**src/rtl/cpu_clk_pkg.sv**
```systemverilog
package cpu_clk_pkg;

  typedef enum logic [1:0] {
    RATE_SLOW = 2'd0,
    RATE_MID  = 2'd1,
    RATE_FAST = 2'd2
  } rate_e;

  // 01 -> mid, 10 -> fast, 00 and the reserved 11 -> slow
  function automatic rate_e decode_speed(input logic [1:0] field);
    rate_e r;
    case (field)
      2'b01:   r = RATE_MID;
      2'b10:   r = RATE_FAST;
      default: r = RATE_SLOW;
    endcase
    return r;
  endfunction

endpackage

```
**src/rtl/cpu_clk_rst_sync.sv**
```systemverilog
module cpu_clk_rst_sync #(
  parameter int unsigned STAGES = 2
) (
  input  logic clk,
  input  logic rst_n,
  output logic rst_n_sync
);

  logic [STAGES-1:0] chain_q;
  logic [STAGES-1:0] chain_d;

  always_comb begin
    chain_d = {chain_q[STAGES-2:0], 1'b1};
  end

  always_ff @(posedge clk or negedge rst_n) begin
    if (!rst_n) chain_q <= '0;
    else        chain_q <= chain_d;
  end

  assign rst_n_sync = chain_q[STAGES-1];

endmodule

```
**src/rtl/cpu_clk_ctl_reg.sv**
```systemverilog
module cpu_clk_ctl_reg #(
  parameter int unsigned     W   = 4,
  parameter logic [W-1:0]    RST = '0
) (
  input  logic         clk,
  input  logic         rst_n,
  input  logic [W-1:0] d,
  output logic [W-1:0] q
);

  for (genvar i = 0; i < W; i++) begin : g_bit
    logic bit_q;
    always_ff @(posedge clk or negedge rst_n) begin
      if (!rst_n) bit_q <= RST[i];
      else        bit_q <= d[i];
    end
    assign q[i] = bit_q;
  end

endmodule

```
**src/rtl/cpu_clk_div_core.sv**
```systemverilog
module cpu_clk_div_core
  import cpu_clk_pkg::*;
#(
  parameter int unsigned FAST_DIV = 10
) (
  input  logic  clk,
  input  logic  rst_n,
  input  rate_e rate_req,
  output logic  cpu_clk,
  output logic  cpu_clk_en,
  output logic  hi_next
);

  localparam int unsigned HALF_FAST   = FAST_DIV / 2;
  localparam int unsigned HALF_MID    = FAST_DIV;
  localparam int unsigned HALF_SLOW   = 2 * FAST_DIV;
  localparam int unsigned PERIOD_SLOW = 2 * HALF_SLOW;
  localparam int unsigned CW          = $clog2(PERIOD_SLOW + 1);

  typedef logic [CW-1:0] cnt_t;

  localparam cnt_t HALF_F = cnt_t'(HALF_FAST);
  localparam cnt_t HALF_M = cnt_t'(HALF_MID);
  localparam cnt_t HALF_S = cnt_t'(HALF_SLOW);
  localparam cnt_t LAST_S = cnt_t'(PERIOD_SLOW - 1);

  cnt_t cnt_q, cnt_d;
  cnt_t half_q, half_d;
  cnt_t half_req;
  cnt_t last_cur, last_nxt;
  logic hi_q, hi_d;
  logic en_q, en_d;
  logic wrap;

  // requested half-period
  always_comb begin
    case (rate_req)
      RATE_FAST: half_req = HALF_F;
      RATE_MID:  half_req = HALF_M;
      default:   half_req = HALF_S;
    endcase
  end

  // next state: the ratio is swapped only at the wrap (end of a low phase)
  always_comb begin
    last_cur = (half_q << 1) - cnt_t'(1);
    wrap     = (cnt_q == last_cur);
    cnt_d    = wrap ? '0 : cnt_q + cnt_t'(1);
    half_d   = wrap ? half_req : half_q;
    hi_d     = (cnt_d < half_d);
    last_nxt = (half_d << 1) - cnt_t'(1);
    en_d     = (cnt_d == last_nxt);
  end

  always_ff @(posedge clk or negedge rst_n) begin
    if (!rst_n) begin
      cnt_q  <= LAST_S;
      half_q <= HALF_S;
      hi_q   <= 1'b0;
      en_q   <= 1'b0;
    end else begin
      cnt_q  <= cnt_d;
      half_q <= half_d;
      hi_q   <= hi_d;
      en_q   <= en_d;
    end
  end

  assign cpu_clk    = hi_q;
  assign cpu_clk_en = en_q;
  assign hi_next    = hi_d;

endmodule

```
**src/rtl/cpu_clk_pad_ctl.sv**
```systemverilog
module cpu_clk_pad_ctl (
  input  logic clk,
  input  logic rst_n,
  input  logic hi_next,
  input  logic inv,
  input  logic hiz,
  output logic pad,
  output logic oe
);

  logic pad_q, pad_d;
  logic oe_q, oe_d;

  always_comb begin
    pad_d = hiz ? 1'b0 : (hi_next ^ inv);
    oe_d  = ~hiz;
  end

  always_ff @(posedge clk or negedge rst_n) begin
    if (!rst_n) begin
      pad_q <= 1'b0;
      oe_q  <= 1'b0;
    end else begin
      pad_q <= pad_d;
      oe_q  <= oe_d;
    end
  end

  assign pad = pad_q;
  assign oe  = oe_q;

endmodule

```
**src/rtl/cpu_clk_div.sv**
```systemverilog
module cpu_clk_div
  import cpu_clk_pkg::*;
#(
  parameter int unsigned FAST_DIV = 10
) (
  input  logic       clk_pll,
  input  logic       rst_n,
  input  logic [1:0] speed_sel,
  input  logic       clkout_inv,
  input  logic       clkout_hiz,
  output logic       cpu_clk,
  output logic       cpu_clk_en,
  output logic       clkout_pad,
  output logic       clkout_oe
);

  localparam int unsigned CTL_W = 4;
  localparam logic [CTL_W-1:0] CTL_RST = 4'b1000;

  logic             rst_n_int;
  logic [CTL_W-1:0] ctl_q;
  logic             hi_next;
  rate_e            rate_req;

  cpu_clk_rst_sync #(.STAGES(2)) u_rst (
    .clk        (clk_pll),
    .rst_n      (rst_n),
    .rst_n_sync (rst_n_int)
  );

  cpu_clk_ctl_reg #(.W(CTL_W), .RST(CTL_RST)) u_ctl (
    .clk   (clk_pll),
    .rst_n (rst_n_int),
    .d     ({clkout_hiz, clkout_inv, speed_sel}),
    .q     (ctl_q)
  );

  assign rate_req = decode_speed(ctl_q[1:0]);

  cpu_clk_div_core #(.FAST_DIV(FAST_DIV)) u_core (
    .clk        (clk_pll),
    .rst_n      (rst_n_int),
    .rate_req   (rate_req),
    .cpu_clk    (cpu_clk),
    .cpu_clk_en (cpu_clk_en),
    .hi_next    (hi_next)
  );

  cpu_clk_pad_ctl u_pad (
    .clk     (clk_pll),
    .rst_n   (rst_n_int),
    .hi_next (hi_next),
    .inv     (ctl_q[2]),
    .hiz     (ctl_q[3]),
    .pad     (clkout_pad),
    .oe      (clkout_oe)
  );

endmodule

```
**config.mk**
```make
export PLATFORM = sky130hd
export DESIGN_NAME = cpu_clk_div
export DESIGN_NICKNAME = d
export VERILOG_FILES = /design/src/rtl/cpu_clk_pkg.sv /design/src/rtl/cpu_clk_rst_sync.sv /design/src/rtl/cpu_clk_ctl_reg.sv /design/src/rtl/cpu_clk_div_core.sv /design/src/rtl/cpu_clk_pad_ctl.sv /design/src/rtl/cpu_clk_div.sv
export SDC_FILE = /design/constraint.sdc
export NUM_CORES = 1
export LEC_CHECK = 0
export ABC_AREA = 1
export BUFFER_PORTS_ARGS = -buffer_cell sky130_fd_sc_hd__buf_2
export CORE_MARGIN = 2
export CORE_UTILIZATION = 45
export CTS_CLUSTER_SIZE = 28
export DETAILED_ROUTE_END_ITERATION = 8
export HOLD_SLACK_MARGIN = 0.03
export PLACE_DENSITY_LB_ADDON = 0.15
export SYNTH_ARGS = -nofsm -noshare
export SYNTH_HDL_FRONTEND = slang
export SYNTH_SLANG_ARGS = --single-unit
```
**constraint.sdc**
```tcl
create_clock -name clk_pll -period 0.8 [get_ports clk_pll]
set_input_delay 0.16 -clock clk_pll [delete_from_list [all_inputs] [get_ports clk_pll]]
set_output_delay 0.16 -clock clk_pll [all_outputs]
set_load 0.02 [all_outputs]
```
Word level (Yosys, flattened, before mapping) --
Cells that the tools add are included. W data, S select, Z words.
Word-level totals: bits in registers 22, bits in latches 0, memory bits (writable) 0, ROM bits 0, output and inout port bits 4, word-level logic and storage cells 28, memories 0
Operators by class: add/subtract/negate cells 3, multiply operators 0, div/mod/pow operators 0, magnitude comparators 1, equal/unequal tests 6, shifts and indexed selects 0, mux-type cells 5, bitwise gates (word level) 2, reductions and logical operators 0
Operators with widths (count):
- $eq A6 B6 Y1 | 2
- $mux W6 | 2
- $sub A6 B1 Y6 const B | 2
- $pmux W5 S2 | 1
- $add A6 B1 Y6 const B | 1
- $lt A6 B6 Y1 | 1
- $eq A2 B1 Y1 const B | 2
- $eq A2 B2 Y1 const B | 2
- $pmux W2 S2 | 1
- $mux W1 | 1
- $not A1 Y1 | 1
- $xor A1 B1 Y1 | 1

Logic depth before layout (Yosys ltp) --
Gate-level depths: netlist of run 1.
word-level depth 8, depth in mapped cells 22

Cells and area by module --
A second synthesis of run 1 with hierarchy kept.
Unflattened totals: cells, all modules 189, area, all modules 1421.4 sq um
Modules (own cells, without submodules):
- cpu_clk_div_core | times used 1, cells each 167, area each 1152.4 sq um
- cpu_clk_ctl_reg | times used 1, cells each 8, area each 131.4 sq um
- cpu_clk_pad_ctl | times used 1, cells each 7, area each 68.8 sq um
- cpu_clk_rst_sync | times used 1, cells each 3, area each 53.8 sq um
- cpu_clk_div | times used 1, cells each 4, area each 15.0 sq um

Worst setup path before layout of run 1 --
Ideal clock, no wire load.
path type reg-to-reg, start register u_core.half_q[0], end register u_core.en_q (netlist: u_core.cpu_clk_en), data arrival time 2.406 ns, setup slack -1.678 ns, cell stages (with the launch flop) 22, path buffers 1, path through dfrtp_1 > inv_1 > ha_1 > nand2_1 > nand2_1 > nor2_1 > nand2_1 > inv_1 > nand2_2 > nor2_2 > clkbuf_8 > nand2_1 > and2_1 > inv_1 > ha_1 > nand2_1 > nor2_1 > o21ai_0 > nand2_1 > xor2_1 > nand3_1 > nor2_1
Between the ends: word-level cells in the longest chain between the ends 5, elaborated cells on any way between the ends 6, classes of those cells add/sub: 2; eq/ne: 2; mux: 2
Ends and longest elaborated chain:
- start, declared | line cpu_clk_div_core.sv:28 | cnt_t half_q, half_d;
- start signal, assigned | line cpu_clk_div_core.sv:63 | half_q <= half_d;
- $sub A6 B1 Y6 | line cpu_clk_div_core.sv:46 | last_cur = (half_q << 1) - cnt_t'(1);
- $eq A6 B6 Y1 | line cpu_clk_div_core.sv:47 | wrap = (cnt_q == last_cur);
- $mux W6 (*) | line cpu_clk_div_core.sv:49 | half_d = wrap ? half_req : half_q;
- via u_core.half_d[0] | line cpu_clk_div_core.sv:28
- $sub A6 B1 Y6 (*) | line cpu_clk_div_core.sv:51 | last_nxt = (half_d << 1) - cnt_t'(1);
- $eq A6 B6 Y1 (*) | line cpu_clk_div_core.sv:52 | en_d = (cnt_d == last_nxt);
- via u_core.en_d | line cpu_clk_div_core.sv:32 | logic en_q, en_d;
- end signal, assigned | line cpu_clk_div_core.sv:65 | en_q <= en_d;
- end, declared | line cpu_clk_div_core.sv:32
Mark *: on every way through the listed nets, which the timed path passes. The rest lies on a longest branch.

Worst setup path in the final report of run 1 --
Same ends and word-level chain as after synthesis.

==> results of run 1 <==
[metal layers]
layer	share of wire	track usage	wire, um
met1	0.45	0.281	1480
met2	0.50	0.373	1650
met3	0.029	0.0218	95
met4	0.017	0.0649	57
met5	0	0	0
[state kept, by name (all words and copies together) (netlist names)]
| name | flops |
|---|---|
| u_pad.pad | 1 |
| u_rst.chain_q | 2 |
| u_core.cpu_clk | 1 |
| u_pad.oe | 1 |
| u_core.cnt_q | 6 |
| u_core.cpu_clk_en | 1 |
| u_core.half_q | 6 |
| u_ctl.g_bit.bit_q | 4 |
[what timing repair did]
item / 4_1_cts / 5_1_grt
setup buffers: 5 / 1
hold buffers: 5 / 0
endpoints found under the hold margin: 6 / 0
resized for setup: 33 / 14
pin swaps: 14 / 18
endpoints found under the setup margin: 19 / 19
[layout by cell type, fill, tap and decap left out, types with 4 or more instances in the layout]
cell type and instances:
buf_2 5, buf_4 32, buf_6 9, dfrtp_1 15, dfstp_2 7, dlygate4sd3_1 5
ha_1 5, inv_1 23, inv_2 8, nand2_1 39, nand2_2 10, nand2_4 4
nand3_1 13, nor2_1 13, nor2_2 6, xor2_1 9
[how the worst max path moves through the flow]
stage,from,cells after the start,to
final,u_core.half_q[0]$_DFF_PN0_,20,u_core.cpu_clk_en$_DFF_PN0_
after global routing,u_core.half_q[0]$_DFF_PN0_,20,u_core.cpu_clk_en$_DFF_PN0_
after CTS,u_core.half_q[0]$_DFF_PN0_,20,u_core.cpu_clk_en$_DFF_PN0_
after detailed placement,u_core.half_q[1]$_DFF_PN0_,19,u_pad.pad$_DFF_PN0_
after global placement,u_core.half_q[1]$_DFF_PN0_,19,u_pad.pad$_DFF_PN0_
after floorplan,u_core.half_q[0]$_DFF_PN0_,21,u_pad.pad$_DFF_PN0_
[where the power goes]
group | switching [uW] | leakage, uW | internal (uW)
logic | 2500 | 0.000791 | 2290
registers | 242 | 0.000258 | 1480
clock network | 363 | 0.0000279 | 507
[per-stage QoR]
| step | setup slack (ns) | total power [uW] |
|---|---|---|
| detailed placement | -1.70 | 5590 |
| CTS | -1.55 | 7110 |
| finish | -1.61 | 7380 |
| global placement | -1.63 | 5480 |
| global route | -1.81 | 8020 |
| floorplan | -1.57 | 4170 |
[cells by family after synthesis]
logic type,after synthesis,synth area share
fa+ha+maj,8,0.0733
other cells,1,0.00275
xor+xnor,9,0.0577
buf+inv,33,0.0981
flops,22,0.410
compound gates,10,0.0412
simple gates,96,0.317
[cell type report]
cell class / instances / area, um2
clock buffer: 3 / 22.5
clock inverter: 1 / 30.0
fill: 203 / 808
inverter: 32 / 123
multi-input combinational: 124 / 811
sequential: 22 / 559
tap: 31 / 38.8
timing repair buffer: 52 / 437
[critical path, stage by stage, from the launching register on]
cell	delay (ns)
dfrtp_1	0.41
inv_2	0.08
ha_4	0.20
nand2_2	0.05
nand2_1	0.04
nor2_1	0.08
nand2_1	0.07
inv_1	0.07
nand2_2	0.07
nor2_4	0.19
nand2_2	0.07
and2_4	0.16
inv_4	0.05
ha_4	0.13
nand2_2	0.06
nor2_1	0.10
o21ai_1	0.09
nand2_1	0.09
xor2_1	0.14
nand3_1	0.11
nor2_2	0.10
==> impl_metrics.yaml, run 1 <==
run:
  maxCapViolations: 0
placed_design:
  port_buffers: 9
  place_area_um2: 1720
  gp_congestion: 0.842
  hpwl_um: 2350
  placedCellCount: 251
synth:
  async_flop_share: 1.00
  ys_seq_area_frac: 0.410
  synth_top_cell_by_area: "dfrtp_1"
  synth_cells: 179
  synth_edf_count: 0
  syn_area_um2: 1370
  synth_seq_cells: 22
  yosys.cell_types.count: 26
  synth_top_area_frac: 0.275
  synth.most_common_cell: "nand2_1"
  ys_warn_count: 0
  synth_common_cells: "49 x nand2_1, 30 x inv_1, 19 x nor2_1, 15 x dfrtp_1, 15 x nand3_1"
  synth-main-ff-cell: "dfrtp_1"
  syn_nets: 193
  yosys-top-cells-area: "dfrtp_1 27%, dfstp_2 13%, nand2_1 13%, inv_1 8.2%, ha_1 7.3%"
  avgSynthCellArea_um2: 7.63
setup_path:
  worstPathArrival_ns: 2.67
  r2r-start: "u_core.half_q[0]$_DFF_PN0_"
  rr_worst_depth: 20
  cp.required_ns: 1.06
  rrSetupSlack_ns: -1.61
  worstReg2RegEnd: "u_core.cpu_clk_en$_DFF_PN0_"
  cp-start-kind: "flip-flop"
  critPathKind: "flip-flop to flip-flop"
  crit_path_end_kind: "flip-flop"
  crit_fanout: 4
floorplan:
  rows: 19
  coreArea_um2: 2830
  dieArea_um2: 3490
  die_w_um: 59.1
  die_h_um: 59.1
  pin_count: 10
  initial_core_util: 0.483
routing:
  vias_per_cell: 4.91
  drtIter0Drc: 45
  finalWirelength_um: 3280
  drt_first_pass_iters: 4
  drc_errors: 0
  num_vias: 1302
  wl_per_cell_um: 12.4
  ant_nets: 0
timing:
  rsz0062_at_grt: "true"
  final.setup.tns_ns: -15.44
  finClkSkew_ns: 0.00924
  fin_ws_ns: -1.61
  post-route-min-period_ns: 2.41
  fin_crit_sh: 3.01
  hold_ws_ns: 0.154
  final-setup-viol-count: 19
  timing.final.max_slew_violations: 0
  hold_violations: 0
  max_freq_mhz: 415
layout:
  nets: 249
  instances_no_fill: 265
  diodes: 0
  final_util: 0.714
  area_growth_pct: 48.0
  layout-drive-gt1-share: 0.432
  post-route-cell-area_um2: 2020
grt:
  grt_pass1_vias: 1309
  grt_max_degree: 21
  antenna_found_initial: 0
  track_usage: 0.214
  grt_pass1_wl_um: 5600
  gr-total-overflow: 0
power:
  p_leak_uw: 0.00108
  vdd_drop_max_uv: 2330
  pwr_density_cell_nw_per_um2: 3650
clock_network:
  tritoncts: "built"
  cts_buffers: 3
  clkLatencyLatePin_ns: 0.32
  clockRootBuffer: "clkbuf_4"
  clkTransAtPathRegs_ns: 0.13
  htreeDepth: 1
  cts.sinks: 22
  clockBufferDepth: 2
hold_path:
  min_path_type: "input pin to async pin"
status:
  failed_checks: "negative setup slack"
  status: "finished with violations"
Power figures use the tool's default switching activity.
==> run 2: changes to the inputs <==
--- a/config.mk
+++ b/config.mk
@@ -7,6 +7,7 @@
 export LEC_CHECK = 0
 export ABC_AREA = 1
 export BUFFER_PORTS_ARGS = -buffer_cell sky130_fd_sc_hd__buf_2
+export CORE_ASPECT_RATIO = 1.5
 export CORE_MARGIN = 2
 export CORE_UTILIZATION = 45
 export CTS_CLUSTER_SIZE = 28
==> impl_metrics.yaml, run 2 (synthesized netlist as in run 1, its figures left out) <==
layout:
  nets: 254
  final_util: 0.714
  area_growth_pct: 52.4
  final_common_cell: "nand2_1"
  layout-drive-gt1-share: 0.444
  diodes: 0
  reg_top3: "u_core.cnt_q: 6 flops, u_core.half_q: 6 flops, u_ctl.g_bit.bit_q: 4 flops"
  layout_common_cells: "39 x nand2_1, 36 x buf_4, 22 x inv_1"
timing:
  hold_violations: 0
  timing.final.max_slew_violations: 0
  final.setup.tns_ns: -15.63
  finClkSkew_ns: 0.00417
  fin_ws_ns: -1.65
  rsz0062_at_grt: "true"
  fin_crit_sh: 3.06
  final-setup-viol-count: 19
  max_freq_mhz: 408
  post-route-min-period_ns: 2.45
setup_path:
  r2r-start: "u_core.half_q[1]$_DFF_PN0_"
  rr_worst_depth: 20
  cp.required_ns: 1.00
  crit_path_end_kind: "flip-flop"
  cp-start-kind: "flip-flop"
  worstReg2RegEnd: "u_pad.pad$_DFF_PN0_"
  crit_path_start: "u_core.half_q[1]$_DFF_PN0_"
  rrSetupSlack_ns: -1.65
  crit_fanout: 4
  critPathKind: "flip-flop to flip-flop"
  worstPathArrival_ns: 2.65
grt:
  grt_pass1_vias: 1378
  gr-total-overflow: 0
  grt_max_degree: 21
  antenna_found_initial: 0
  grt_pass1_wl_um: 5950
  track_usage: 0.226
routing:
  vias_per_cell: 4.73
  wl_per_cell_um: 13.0
  drc_errors: 0
  finalWirelength_um: 3630
  ant_nets: 0
  drt_first_pass_iters: 4
  drtIter0Drc: 32
  num_vias: 1315
clock_network:
  htreeDepth: 1
  clockRootBuffer: "clkbuf_8"
  clkLatencyLatePin_ns: 0.27
  cts_buffers: 3
  clkTransAtPathRegs_ns: 0.08
  cts.sinks: 22
  tritoncts: "built"
  clockBufferDepth: 2
power:
  vdd_drop_max_uv: 2680
  p_leak_uw: 0.00109
  pwr_density_cell_nw_per_um2: 3610
floorplan:
  coreArea_um2: 2910
  die_h_um: 71.5
  pin_count: 10
  rows: 24
  dieArea_um2: 3500
  initial_core_util: 0.469
  die_w_um: 49.0
status:
  status: "finished with violations"
  failed_checks: "negative setup slack"
hold_path:
  min_path_type: "input pin to async pin"
placed_design:
  port_buffers: 9
  hpwl_um: 2570
  gp_congestion: 0.887
run:
  maxCapViolations: 0
run 2: cell count changes in the layout (fill, tap and decap cells not counted), moves of 2 or more:
cell	delta
clkbuf_8	+4
clkbuf_4	-3
nor2_1	+2
buf_4	+4
buf_6	+2
nor2_2	-3
run 2: stage by stage:
stage / hold slack (ns) / total power, uW / area, um2 / cells / setup slack, ns
final: 0.201 / 7510 / 2080 / 278 / -1.65
after global routing: 0.214 / 8100 / 2080 / 278 / -1.86
after CTS: 0.195 / 7070 / 2010 / 277 / -1.60
after detailed placement: -0.0531 / 5640 / 1720 / 259 / -1.78
after global placement: -0.0570 / 5520 / 1720 / 259 / -1.65
after floorplan: -0.136 / 4170 / 1390 / 179 / -1.57
run 2: per-layer routing:
metal | GRT usage | routed length, um | up-vias
met1 | 0.232 | 1430 | 631
met2 | 0.457 | 2050 | 16
met5 | 0 | 0 | -
li1 | - | - | 661
met4 | 0.102 | 80 | 0
met3 | 0.0167 | 64 | 7
run 2: critical path: stages (launching register included):
cell and delay, ns:
dfrtp_1 0.40, inv_2 0.09, ha_4 0.20, nand2_2 0.05, nand2_1 0.04, nor2_1 0.10
nand2_1 0.07, inv_1 0.07, nand2_2 0.07, nor2_4 0.19, buf_4 0.17, o21ai_4 0.07
inv_2 0.07, ha_4 0.20, nand3_2 0.08, nand2_2 0.06, nand2_1 0.07, nand2_1 0.04
nor2_1 0.15, nor2_1 0.08, nor2_1 0.11
run 2: layout make-up:
cell class / count / area (um2)
clock buffers: 4 / 55.1
fillers: 219 / 832
inverters: 32 / 123
multi-input cells: 124 / 826
flip-flops and latches: 22 / 559
well taps: 39 / 48.8
repair buffers: 57 / 469
run 2: how the worst max path moves through the flow:
stage | depth (start not counted) | end | slack [ns]
6_report | 20 | u_pad.pad$_DFF_PN0_ | -1.65
5_1_grt | 21 | u_pad.pad$_DFF_PN0_ | -1.86
4_1_cts | 20 | u_pad.pad$_DFF_PN0_ | -1.60
3_5_place_dp | 19 | u_pad.pad$_DFF_PN0_ | -1.78
3_3_place_gp | 19 | u_pad.pad$_DFF_PN0_ | -1.65
2_1_floorplan | 21 | u_pad.pad$_DFF_PN0_ | -1.57
run 2: repair_timing:
action,in CTS,in global routing
pin swaps,5,14
gates resized for setup,32,16
endpoints found under the setup margin,19,19
endpoints found under the hold margin,6,0
setup buffers,10,1
hold buffers,5,0
run 2: report_power, final:
group | total [uW] | internal [uW] | switching [uW] | leakage [uW]
registers | 1730 | 1480 | 250 | 0.000258
clock network | 807 | 440 | 367 | 0.0000288
logic | 4970 | 2360 | 2610 | 0.000807
total | 7510 | 4290 | 3220 | 0.00109
==> run 3: changes to the inputs <==
--- a/config.mk
+++ b/config.mk
@@ -9,7 +9,7 @@
 export BUFFER_PORTS_ARGS = -buffer_cell sky130_fd_sc_hd__buf_2
 export CORE_ASPECT_RATIO = 1.5
 export CORE_MARGIN = 2
-export CORE_UTILIZATION = 45
+export CORE_UTILIZATION = 53
 export CTS_CLUSTER_SIZE = 28
 export DETAILED_ROUTE_END_ITERATION = 8
 export HOLD_SLACK_MARGIN = 0.03
==> impl_metrics.yaml, run 3 (synthesized netlist as in run 1, its figures left out) <==
clock_network:
  clkLatencyLatePin_ns: 0.33
  clockRootBuffer: "clkbuf_4"
  cts.sinks: 22
  tritoncts: "built"
  clockBufferDepth: 2
  clkTransAtPathRegs_ns: 0.13
  cts_buffers: 3
  htreeDepth: 1
timing:
  hold_ws_ns: 0.163
  hold_violations: 0
  finClkSkew_ns: 0.0172
  fin_ws_ns: -1.85
  max_freq_mhz: 377
  final-setup-viol-count: 19
  timing.final.max_slew_violations: 0
  rsz0062_at_grt: "true"
  fin_crit_sh: 3.32
  post-route-min-period_ns: 2.65
setup_path:
  crit_path_start: "u_core.half_q[1]$_DFF_PN0_"
  r2r-start: "u_core.half_q[1]$_DFF_PN0_"
  critPathKind: "flip-flop to flip-flop"
  crit_path_end_kind: "flip-flop"
  cp.required_ns: 1.07
  worstPathArrival_ns: 2.93
  cp-start-kind: "flip-flop"
  path_cells: "inv_2, ha_4, nand2_2, nand2_2, nor2_2, nand2_1, inv_1, nand2_2, nor2_4, nand2_2, and2_4, inv_4, ha_4, nand2_2, nor2_1, o21ai_1, nand2_1, xor2_1, nand3_1, nor2_1"
  critPathCapture: "u_core.cpu_clk_en$_DFF_PN0_"
  critPathMaxStageDelay_ns: 0.41
  worstReg2RegEnd: "u_core.cpu_clk_en$_DFF_PN0_"
  rrSetupSlack_ns: -1.85
  slowest_stage: "dfrtp_1"
  rr_worst_depth: 20
  crit_fanout: 4
  critPathMostFrequentCell: "nand2_2"
floorplan:
  coreArea_um2: 2450
  die_h_um: 66.2
  initial_core_util: 0.557
  dieArea_um2: 3010
  pin_count: 10
  die_w_um: 45.4
  rows: 22
routing:
  wl_per_cell_um: 17.5
  finalWirelength_um: 4590
  drt_first_pass_iters: 4
  drtIter0Drc: 59
  num_vias: 1499
  ant_nets: 0
  drc_errors: 0
  vias_per_cell: 5.70
status:
  failed_checks: "negative setup slack"
  status: "finished with violations"
grt:
  grt_pass1_vias: 1410
  track_usage: 0.284
  grt_pass1_wl_um: 6100
  grt_max_degree: 21
  gr-total-overflow: 0
  antenna_found_initial: 0
power:
  pwr_density_cell_nw_per_um2: 3690
  vdd_drop_max_uv: 2380
  pwr-share-comb: 0.703
  seqPwrFrac: 0.225
  p_leak_uw: 0.00109
  finalPower_uw: 7680
  p_int_uw: 4120
  clock_power_share: 0.072
  power.switching_uw: 3560
  switching_share: 0.463
hold_path:
  min_path_type: "input pin to async pin"
layout:
  final_common_cell: "nand2_1"
  area_growth_pct: 52.4
  layout_common_cells: "37 x nand2_1, 32 x buf_4, 23 x inv_1"
  layout-drive-gt1-share: 0.464
  reg_top3: "u_core.cnt_q: 6 flops, u_core.half_q: 6 flops, u_ctl.g_bit.bit_q: 4 flops"
  nets: 254
  nFillCells: 130
  diodes: 0
placed_design:
  port_buffers: 9
  hpwl_um: 2580
  gp_congestion: 0.866
run:
  maxCapViolations: 0
-- run 3: changes by cell type in the layout (fill, tap and decap cells not counted), moves of 2 or more --
cell	before	now
nor2_1	15	11
nor2_2	3	7
clkbuf_4	0	3
buf_6	11	14
buf_4	36	32
clkbuf_8	4	0
nand2_1	39	37
-- run 3: cell type report --
type,instances,area [um2],area share
clock buffer,4,26.3,0.0126
inverter,32,123,0.0589
multi-input combinational,124,850,0.408
sequential,22,559,0.269
tap,24,30.0,0.0144
timing repair buffer,57,493,0.237
-- run 3: power by group through the flow --
stage / Clock [uW] / Sequential, uW / Combinational (uW)
floorplan: 0 / 1790 / 2370
global placement: 0 / 1690 / 3820
detailed placement: 0 / 1710 / 4000
CTS: 533 / 1710 / 4450
global route: 585 / 1760 / 5780
finish: 550 / 1730 / 5400
-- run 3: metrics by stage --
step	cells	area [um2]	setup slack [ns]	setup TNS [ns]	util
2_1_floorplan	179	1390	-1.57	-12.61	-
3_3_place_gp	245	1720	-1.65	-15.09	0.702
4_1_cts	259	1920	-1.59	-15.31	0.782
5_1_grt	263	2080	-2.04	-19.28	0.849
6_report	263	2080	-1.85	-17.59	0.849
3_5_place_dp	245	1720	-1.75	-15.90	0.702
-- run 3: layer usage --
layer  GRT usage  wire length (um)  vias to the layer above
met5           0                 0                        -
met3      0.0191               251                       31
li1            -                 -                      665
met1       0.297              1570                      727
met2       0.551              2530                       76
met4      0.0993               247                        0
-- run 3: how the worst min path moves through the flow --
stage,start,end,cells past startpoint
global placement,rst_n,u_rst.chain_q[1]$_DFF_PN0_,1
floorplan,rst_n,u_rst.chain_q[0]$_DFF_PN0_,0
detailed placement,rst_n,u_rst.chain_q[0]$_DFF_PN0_,1
finish,rst_n,u_rst.chain_q[0]$_DFF_PN0_,2
CTS,rst_n,u_rst.chain_q[0]$_DFF_PN0_,2
global route,rst_n,u_rst.chain_q[0]$_DFF_PN0_,2
-- run 3: worst max-delay path: cells and delay by family (launching register included) --
| kind | cells | cell delay [ns] |
|---|---|---|
| buf+inv | 3 | 0.22 |
| xor+xnor | 1 | 0.21 |
| compound gates | 1 | 0.09 |
| fa+ha+maj | 2 | 0.37 |
| flops | 1 | 0.41 |
| simple gates | 13 | 1.32 |
-- run 3: timing repair --
action,4_1_cts,5_1_grt
gates cloned,0,0
hold buffers,5,0
gates resized for setup,23,35
setup endpoints to repair,19,19
hold endpoints to repair,6,0
pin swaps,14,27
setup buffers,6,6
